File: config.mk
export PLATFORM = sky130hd
export DESIGN_NAME = graph_walker
export DESIGN_NICKNAME = d
export VERILOG_FILES = /design/src/rtl/graph_walker.sv
export SDC_FILE = /design/constraint.sdc
export NUM_CORES = 2
export LEC_CHECK = 0
export BUFFER_PORTS_ARGS = -buffer_cell sky130_fd_sc_hd__buf_2
export CAP_MARGIN = 10
export CORE_UTILIZATION = 25
export DETAILED_ROUTE_END_ITERATION = 7
export HOLD_SLACK_MARGIN = 0.05
export PLACE_DENSITY = 0.36
export REMOVE_ABC_BUFFERS = 1
export SYNTH_ARGS = -nofsm -noshare
export SYNTH_HDL_FRONTEND = slang
export SYNTH_SLANG_ARGS = --single-unit
File: constraint.sdc
create_clock -name clk -period 6.65 [get_ports clk]
set_clock_uncertainty 0.2 [all_clocks]
set_input_delay 1.33 -clock clk [delete_from_list [all_inputs] [get_ports clk]]
set_output_delay 1.33 -clock clk [all_outputs]
set_load 0.005 [all_outputs]
File: src/rtl/graph_walker.sv
module graph_walker #(
  parameter int VW = 6,
  parameter int EW = 8
) (
  input  logic          clk,
  input  logic          rst_n,
  input  logic          idx_we,
  input  logic [VW-1:0] idx_addr,
  input  logic [EW-1:0] idx_base,
  input  logic [VW:0]   idx_cnt,
  input  logic          adj_we,
  input  logic [EW-1:0] adj_addr,
  input  logic [VW-1:0] adj_vertex,
  input  logic          start,
  input  logic          cc_mode,
  input  logic [VW-1:0] root,
  output logic          busy,
  output logic          done,
  output logic          seed_valid,
  output logic [VW-1:0] seed_vertex,
  input  logic [VW-1:0] lbl_addr,
  output logic [VW:0]   lbl_data
);
  localparam int NV = 1 << VW;
  localparam int NE = 1 << EW;
  localparam int LW = VW + 1;
  localparam logic [LW-1:0] UNVIS = '1;
  localparam logic [VW-1:0] LASTV = VW'(NV - 1);

  typedef enum logic [2:0] {S_IDLE, S_SCAN, S_EDGE, S_LVL, S_SEEK, S_DONE} st_t;

  logic [EW-1:0] base_m [NV];
  logic [LW-1:0] cnt_m  [NV];
  logic [VW-1:0] adj_m  [NE];
  logic [LW-1:0] lvl_q  [NV];
  logic [LW-1:0] cid_q  [NV];

  st_t           st;
  logic          mode_q;
  logic [VW-1:0] root_q;
  logic [VW-1:0] cur;
  logic [EW-1:0] ep;
  logic [LW-1:0] rem;
  logic [LW-1:0] lvl;
  logic [LW-1:0] cid;
  logic          newf;

  logic [VW-1:0] nb;
  logic          frontier;
  logic          last_v;
  logic          accept;

  assign nb       = adj_m[ep];
  assign frontier = (lvl_q[cur] == lvl) && (cid_q[cur] == cid);
  assign last_v   = (cur == LASTV);
  assign accept   = start && ((st == S_IDLE) || (st == S_DONE));
  assign busy     = (st != S_IDLE) && (st != S_DONE);
  assign done     = (st == S_DONE);
  assign lbl_data = mode_q ? cid_q[lbl_addr] : lvl_q[lbl_addr];

  always_ff @(posedge clk) begin
    if (idx_we) begin
      base_m[idx_addr] <= idx_base;
      cnt_m[idx_addr]  <= idx_cnt;
    end
    if (adj_we) adj_m[adj_addr] <= adj_vertex;
  end

  always_ff @(posedge clk) begin
    if (!rst_n) begin
      st          <= S_IDLE;
      mode_q      <= 1'b0;
      root_q      <= '0;
      cur         <= '0;
      ep          <= '0;
      rem         <= '0;
      lvl         <= '0;
      cid         <= '0;
      newf        <= 1'b0;
      seed_valid  <= 1'b0;
      seed_vertex <= '0;
      for (int i = 0; i < NV; i++) begin
        lvl_q[i] <= UNVIS;
        cid_q[i] <= UNVIS;
      end
    end else begin
      seed_valid <= 1'b0;
      if (accept) begin
        for (int i = 0; i < NV; i++) begin
          lvl_q[i] <= UNVIS;
          cid_q[i] <= UNVIS;
        end
        lvl_q[root] <= '0;
        cid_q[root] <= '0;
        mode_q      <= cc_mode;
        root_q      <= root;
        lvl         <= '0;
        cid         <= '0;
        newf        <= 1'b0;
        cur         <= '0;
        st          <= S_SCAN;
      end else begin
        case (st)
          S_SCAN: begin
            if (frontier) begin
              ep  <= base_m[cur];
              rem <= cnt_m[cur];
              st  <= S_EDGE;
            end else if (last_v) begin
              st <= S_LVL;
            end else begin
              cur <= cur + 1'b1;
            end
          end
          S_EDGE: begin
            if (rem == '0) begin
              if (last_v) st <= S_LVL;
              else begin
                cur <= cur + 1'b1;
                st  <= S_SCAN;
              end
            end else begin
              if (lvl_q[nb] == UNVIS) begin
                lvl_q[nb] <= lvl + 1'b1;
                cid_q[nb] <= cid;
                newf      <= 1'b1;
              end
              ep  <= ep + 1'b1;
              rem <= rem - 1'b1;
            end
          end
          S_LVL: begin
            cur <= '0;
            if (newf) begin
              lvl  <= lvl + 1'b1;
              newf <= 1'b0;
              st   <= S_SCAN;
            end else if (mode_q) begin
              st <= S_SEEK;
            end else begin
              st <= S_DONE;
            end
          end
          S_SEEK: begin
            if (lvl_q[cur] == UNVIS) begin
              lvl_q[cur]  <= '0;
              cid_q[cur]  <= cid + 1'b1;
              cid         <= cid + 1'b1;
              lvl         <= '0;
              seed_valid  <= 1'b1;
              seed_vertex <= cur;
              cur         <= '0;
              st          <= S_SCAN;
            end else if (last_v) begin
              st <= S_DONE;
            end else begin
              cur <= cur + 1'b1;
            end
          end
          default: ;
        endcase
      end
    end
  end
endmodule

After elaboration in Yosys (flattened, before gate mapping)
Memory sizes are Yosys's and may differ from the RTL's. A register that Yosys moved wholly into a read port is not among the register bits.
Index checks and enable logic that the tools add are counted.

storage, ports and cells
  memories = 5
  output and inout bits = 16
  bits in writable memories = 3,392
  bits in registers = 47
  input port bits = 53
  logic and storage cells = 396

memories
  memory  depth  width  read ports  clocked after Yosys merged registers in  wr ports  line  source
  adj_m   256    6      1           1                                        1         34    logic [VW-1:0] adj_m [NE];
  base_m  64     8      1           1                                        1         32    logic [EW-1:0] base_m [NV];
  cid_q   64     7      2           1                                        65        36    logic [LW-1:0] cid_q [NV];
  cnt_m   64     7      1           1                                        1         33    logic [LW-1:0] cnt_m [NV];
  lvl_q   64     7      3           1                                        65        35    logic [LW-1:0] lvl_q [NV];

operators by class
  add/subtract/negate cells = 5
  muxes and demuxes = 197
  bitwise logic cells = 130
  eq/ne operators = 23
  reduce and logical (&&, ||, !) cells = 25

operators by type and width
  cell                                                  count
  two-way mux 7 bit                                     137
  OR 1 bit                                              128
  two-way mux 6 bit                                     16
  two-way mux 8 bit                                     4
  one-hot mux 7 bit (2 select lines)                    2
  OR reduction 7 bit                                    4
  two-way mux 1 bit                                     27
  one-hot mux 6 bit (4 select lines)                    1
  two-way mux 3 bit                                     6
  one-hot mux 8 bit (2 select lines)                    1
  adder 7 x 1 -> 7 bit (second input constant)          2
  equality test 7 bit                                   2
  equality test 7 bit (second input constant)           2
  != test 2 bit (second input constant)                 7
  != test 3 bit (second input constant)                 4
  one-hot mux 3 bit (4 select lines)                    1
  AND reduction 3 bit                                   4
  AND reduction 4 bit                                   3
  adder 8 x 1 -> 8 bit (second input constant)          1
  != test 4 bit (second input constant)                 2
  logical NOT 7 bit                                     1
  subtractor 7 x 1 -> 7 bit (second input constant)     1
  adder 6 x 1 -> 6 bit (second input constant)          1
  equality test 3 x 2 -> 1 bit (second input constant)  2
  15 further kinds                                      21

Depth between registers and ports, before layout
An unclocked memory read counts as a cell.

  depth after elaboration = 11
  mapped depth = 28
  gate-level depth less buffers = 16

Least setup slack after synthesis
OpenSTA, ideal clock, no wires.

  path type = flip-flop to flip-flop
  start = register with a tool-made name
  end = memory cid_q[17][0] (netlist bit) (enable)
  library setup time = 0.371 ns
  setup slack = 0.347 ns
  period minus slack after synthesis = 6.303 ns
  data required time = 6.079 ns
  data arrival time = 5.732 ns
  path buffers = 9
  stages on the path, launching flop included = 25
  cells stage by stage = dfxtp_1 -> buf_6 -> buf_8 -> buf_6 -> buf_6 -> buf_6 -> buf_6 -> buf_2 -> mux4_2 -> mux4_2 -> mux4_2 -> mux2i_1 -> nand2_1 -> o21ai_1 -> nor3_1 -> o2111ai_1 -> a21boi_1 -> inv_1 -> a31oi_2 -> o211a_2 -> buf_6 -> or4_1 -> buf_4 -> nor3_4 -> nand2b_1

RTL lines
  item              line
  end: declaration  36

==> impl_metrics.py <==
metrics = {
    "clocking": {
        "cts_buffer_depth": 4,
        "cts_max_level": 5,
        "cts_tree": "yes",
        "clk_pin_slew_ns": 0.07,
        "root_buffer": "clkbuf_16",
        "cts.sinks": 3453,
        "insertion_delay_ns": 1.03,
        "numCtsBuffers": 402,
    },
    "worst_setup_path": {
        "cp_top_family": "simple AND/OR/NAND/NOR gates",
        "end_kind": "flip-flop",
        "slowest_delay_ns": 0.57,
        "critical_path.max_fanout": 8,
        "slowest_stage": "mux4_2",
        "crit_path_start_kind": "flip-flop",
        "cp_common_cell": "buf_12",
        "worstPathArrival_ns": 7.16,
        "crit_type": "reg2reg",
        "critical_path_buf_inv_count": 10,
        "worstPathRequired_ns": 7.13,
    },
    "logic_synthesis": {
        "ys_seq_elements": 3453,
        "synth_edf_count": 3392,
        "ys_top_cells_by_area": "edfxtp_1, mux4_2, nand2_1, nor2_1, mux2i_1",
        "ys.flop_type": "edfxtp_1",
        "netlist_area_sq_um": 149000,
        "synth_cell_types": 104,
        "syn_inst": 7850,
        "yosysWarnings": 0,
        "avgSynthCellArea_sq_um": 19.0,
        "synth.top_cell.area_share": 0.684,
        "synth_largest_area_cell": "edfxtp_1",
        "synth-async-reset-ratio": 0,
        "ys_seq_area_frac": 0.692,
    },
    "sta": {
        "worst_slack_ns": -0.0298,
        "setup_violations": 109,
        "final_hold_viol_count": 0,
        "hold_ws_ns": 0.348,
        "maxSlewViolCount": 0,
        "relSlewSlack": 0.231,
        "rsz0062_at_grt": "yes",
        "fmax_mhz": 150,
        "min_period_over_period": 1.00,
        "finalCriticalPeriod_ns": 6.68,
        "tightest_slew_ns": 1.15,
    },
    "run": {
        "max_cap_viol_count": 0,
    },
    "pwr": {
        "powerDensity_nw_per_um2": 267,
        "leakage_uw": 0.0517,
        "p_comb_frac": 0.036,
        "p_sw_frac": 0.218,
        "power_switching_uw": 10500,
        "clockPowerShare": 0.466,
        "irDropWorstVdd_v": 0.000237,
        "internal-power_uw": 37700,
        "pwr-share-seq": 0.498,
    },
    "layout": {
        "fin_nets": 8674,
        "post-route-util": 0.304,
        "areaGrowthSynthToFinish_pct": 21.3,
        "fin_cells": 16800,
        "final_layout_size_suffix_gt1_frac": 0.357,
    },
    "floorplanning": {
        "initial_core_util": 0.251,
        "coreArea_sq_um": 594000,
        "die_w_um": 774,
        "rows": 283,
        "die_h_um": 774,
        "num_io_pins": 69,
        "die_area_sq_um": 599000,
    },
    "run_status": {
        "violations": "design-rule violations, negative setup slack",
        "outcome": "finished with violations",
    },
    "placed_design": {
        "post-place-ws_ns": -1.03,
        "dp.cells": 15900,
        "io_buffers": 68,
        "dp_hpwl_um": 360000,
        "gp_congestion": 0.839,
    },
    "global_routing": {
        "grt_pass1_vias": 83800,
        "grt_pass1_wl_um": 735000,
        "grt-ovfl-total": 0,
        "gr-usage-all-layers": 0.175,
        "antenna_found_initial": 59,
        "grt_max_degree": 157,
    },
    "drt": {
        "ant_nets": 0,
        "vias": 81400,
        "wl_per_cell_um": 31.9,
        "routed_wl_um": 536000,
        "drt_iter0_drc": 7582,
        "drc_errors": 4,
        "via_per_inst": 4.84,
        "dr.pass1.iters": 8,
    },
    "hold_path": {
        "hold_class": "reg2reg",
    },
}
[Yosys cell counts (17+ instances only)]
| cell type | count |
|---|---|
| buf_6 | 46 |
| and3_1 | 54 |
| nand2b_1 | 80 |
| a22oi_1 | 51 |
| and2_1 | 17 |
| nor3_2 | 33 |
| clkbuf_1 | 302 |
| mux2i_1 | 144 |
| buf_1 | 76 |
| buf_4 | 45 |
| a21oi_1 | 54 |
| mux2_2 | 29 |
| edfxtp_1 | 3392 |
| nor2_1 | 405 |
| mux4_2 | 1307 |
| a31oi_1 | 27 |
| buf_2 | 115 |
| nand3_1 | 84 |
| inv_1 | 17 |
| dfxtp_1 | 61 |
| nor2b_1 | 36 |
| nor3_1 | 36 |
| nand4_1 | 34 |
| nand2_1 | 1056 |
| o21ai_0 | 40 |
[stage by stage]
stage	TNS (ns)	power (uW)	area, sq um
floorplan	-	25400	146000
global placement	-1276.02	26100	165000
detailed placement	-1397.47	26200	165000
CTS	-0.699	48900	180000
global route	-121.06	49600	181000
finish	-1.32	48200	181000
[kinds of logic after synthesis]
logic type,count (synthesis),share of synthesized area
compound gates,335,0.0164
simple gates,1934,0.0594
xor+xnor,29,0.00171
mux,1483,0.210
flops,3453,0.692
buf+inv,610,0.0203
fa+ha+maj,6,0.000504
[final timing paths]
path	end	cells after the start	slack (ns)	from
setup / recovery	lvl_q[2][3]	25	-0.03	flip-flop
hold / removal	lvl[1]	2	0.35	lvl[1]
hold reg to reg	lvl[1]	2	0.35	lvl[1]
setup reg to reg	lvl_q[2][3]	25	-0.03	flip-flop
[what timing repair did]
action	4_1_cts	5_1_grt
pin swaps	46	36
cloned	12	4
hold buffers	0	0
resized for setup	220	99
endpoints found under the setup margin	1792	1788
buffers inserted	83	18
[worst min-delay path: cells and delay by family, from the launching register on]
family	cells	cell delay [ns]
compound gates	1	0.05
flops	1	0.36
simple gates	1	0.08
[registers in the layout, summed over array words and instances, names as in the netlist, 3 cells and up, named ones only]
name,flops
adj_m,1536
base_m,512
cid_q,448
cnt_m,448
lvl_q,448
ep,8
cid,7
lvl,7
rem,7
cur,6
seed_vertex,6
st,3
[per-layer routing]
layer / vias up / track usage / wire length, um
li1: 33700 / - / -
met1: 44800 / 0.247 / 241000
met2: 2277 / 0.287 / 256000
met3: 618 / 0.0224 / 24700
met4: 18 / 0.0411 / 14300
met5: - / 0 / 115
[power by group through the flow]
stage / sequential [uW] / clock (uW) / combinational (uW)
global placement: 24500 / 0 / 1670
detailed placement: 24500 / 0 / 1690
floorplan: 24600 / 0 / 849
global route: 24000 / 23800 / 1830
CTS: 24000 / 23100 / 1750
finish: 24000 / 22500 / 1720
[cells in the final DEF, fill, tap and decap left out, drive strengths merged, types with 16 or more instances in the layout]
cell      count
a31oi        28
dfxtp        61
nand4        34
clkbuf      501
nand3        87
edfxtp     3392
a21oi        55
a22oi        51
nor3         85
mux2         32
mux4       1307
and2         17
a311oi       17
buf         941
clkinv      169
o22ai        18
diode        20
nand2      1056
inv          32
and3         54
nor2        405
bufinv       48
nand2b       80
clkinvlp     16
nor4         20
o21ai        50
nor2b        36
mux2i       144
[layout make-up]
type,count,area [sq um]
clock inverters,247,2690
clock buffers,491,10600
fillers,57400,413000
multi-input cells,3787,44300
flip-flops and latches,3453,103000
repair buffers,953,10100
diodes,20,50.0
inverters,18,67.6
well taps,7837,9810
(Power assumes the default switching activity.)
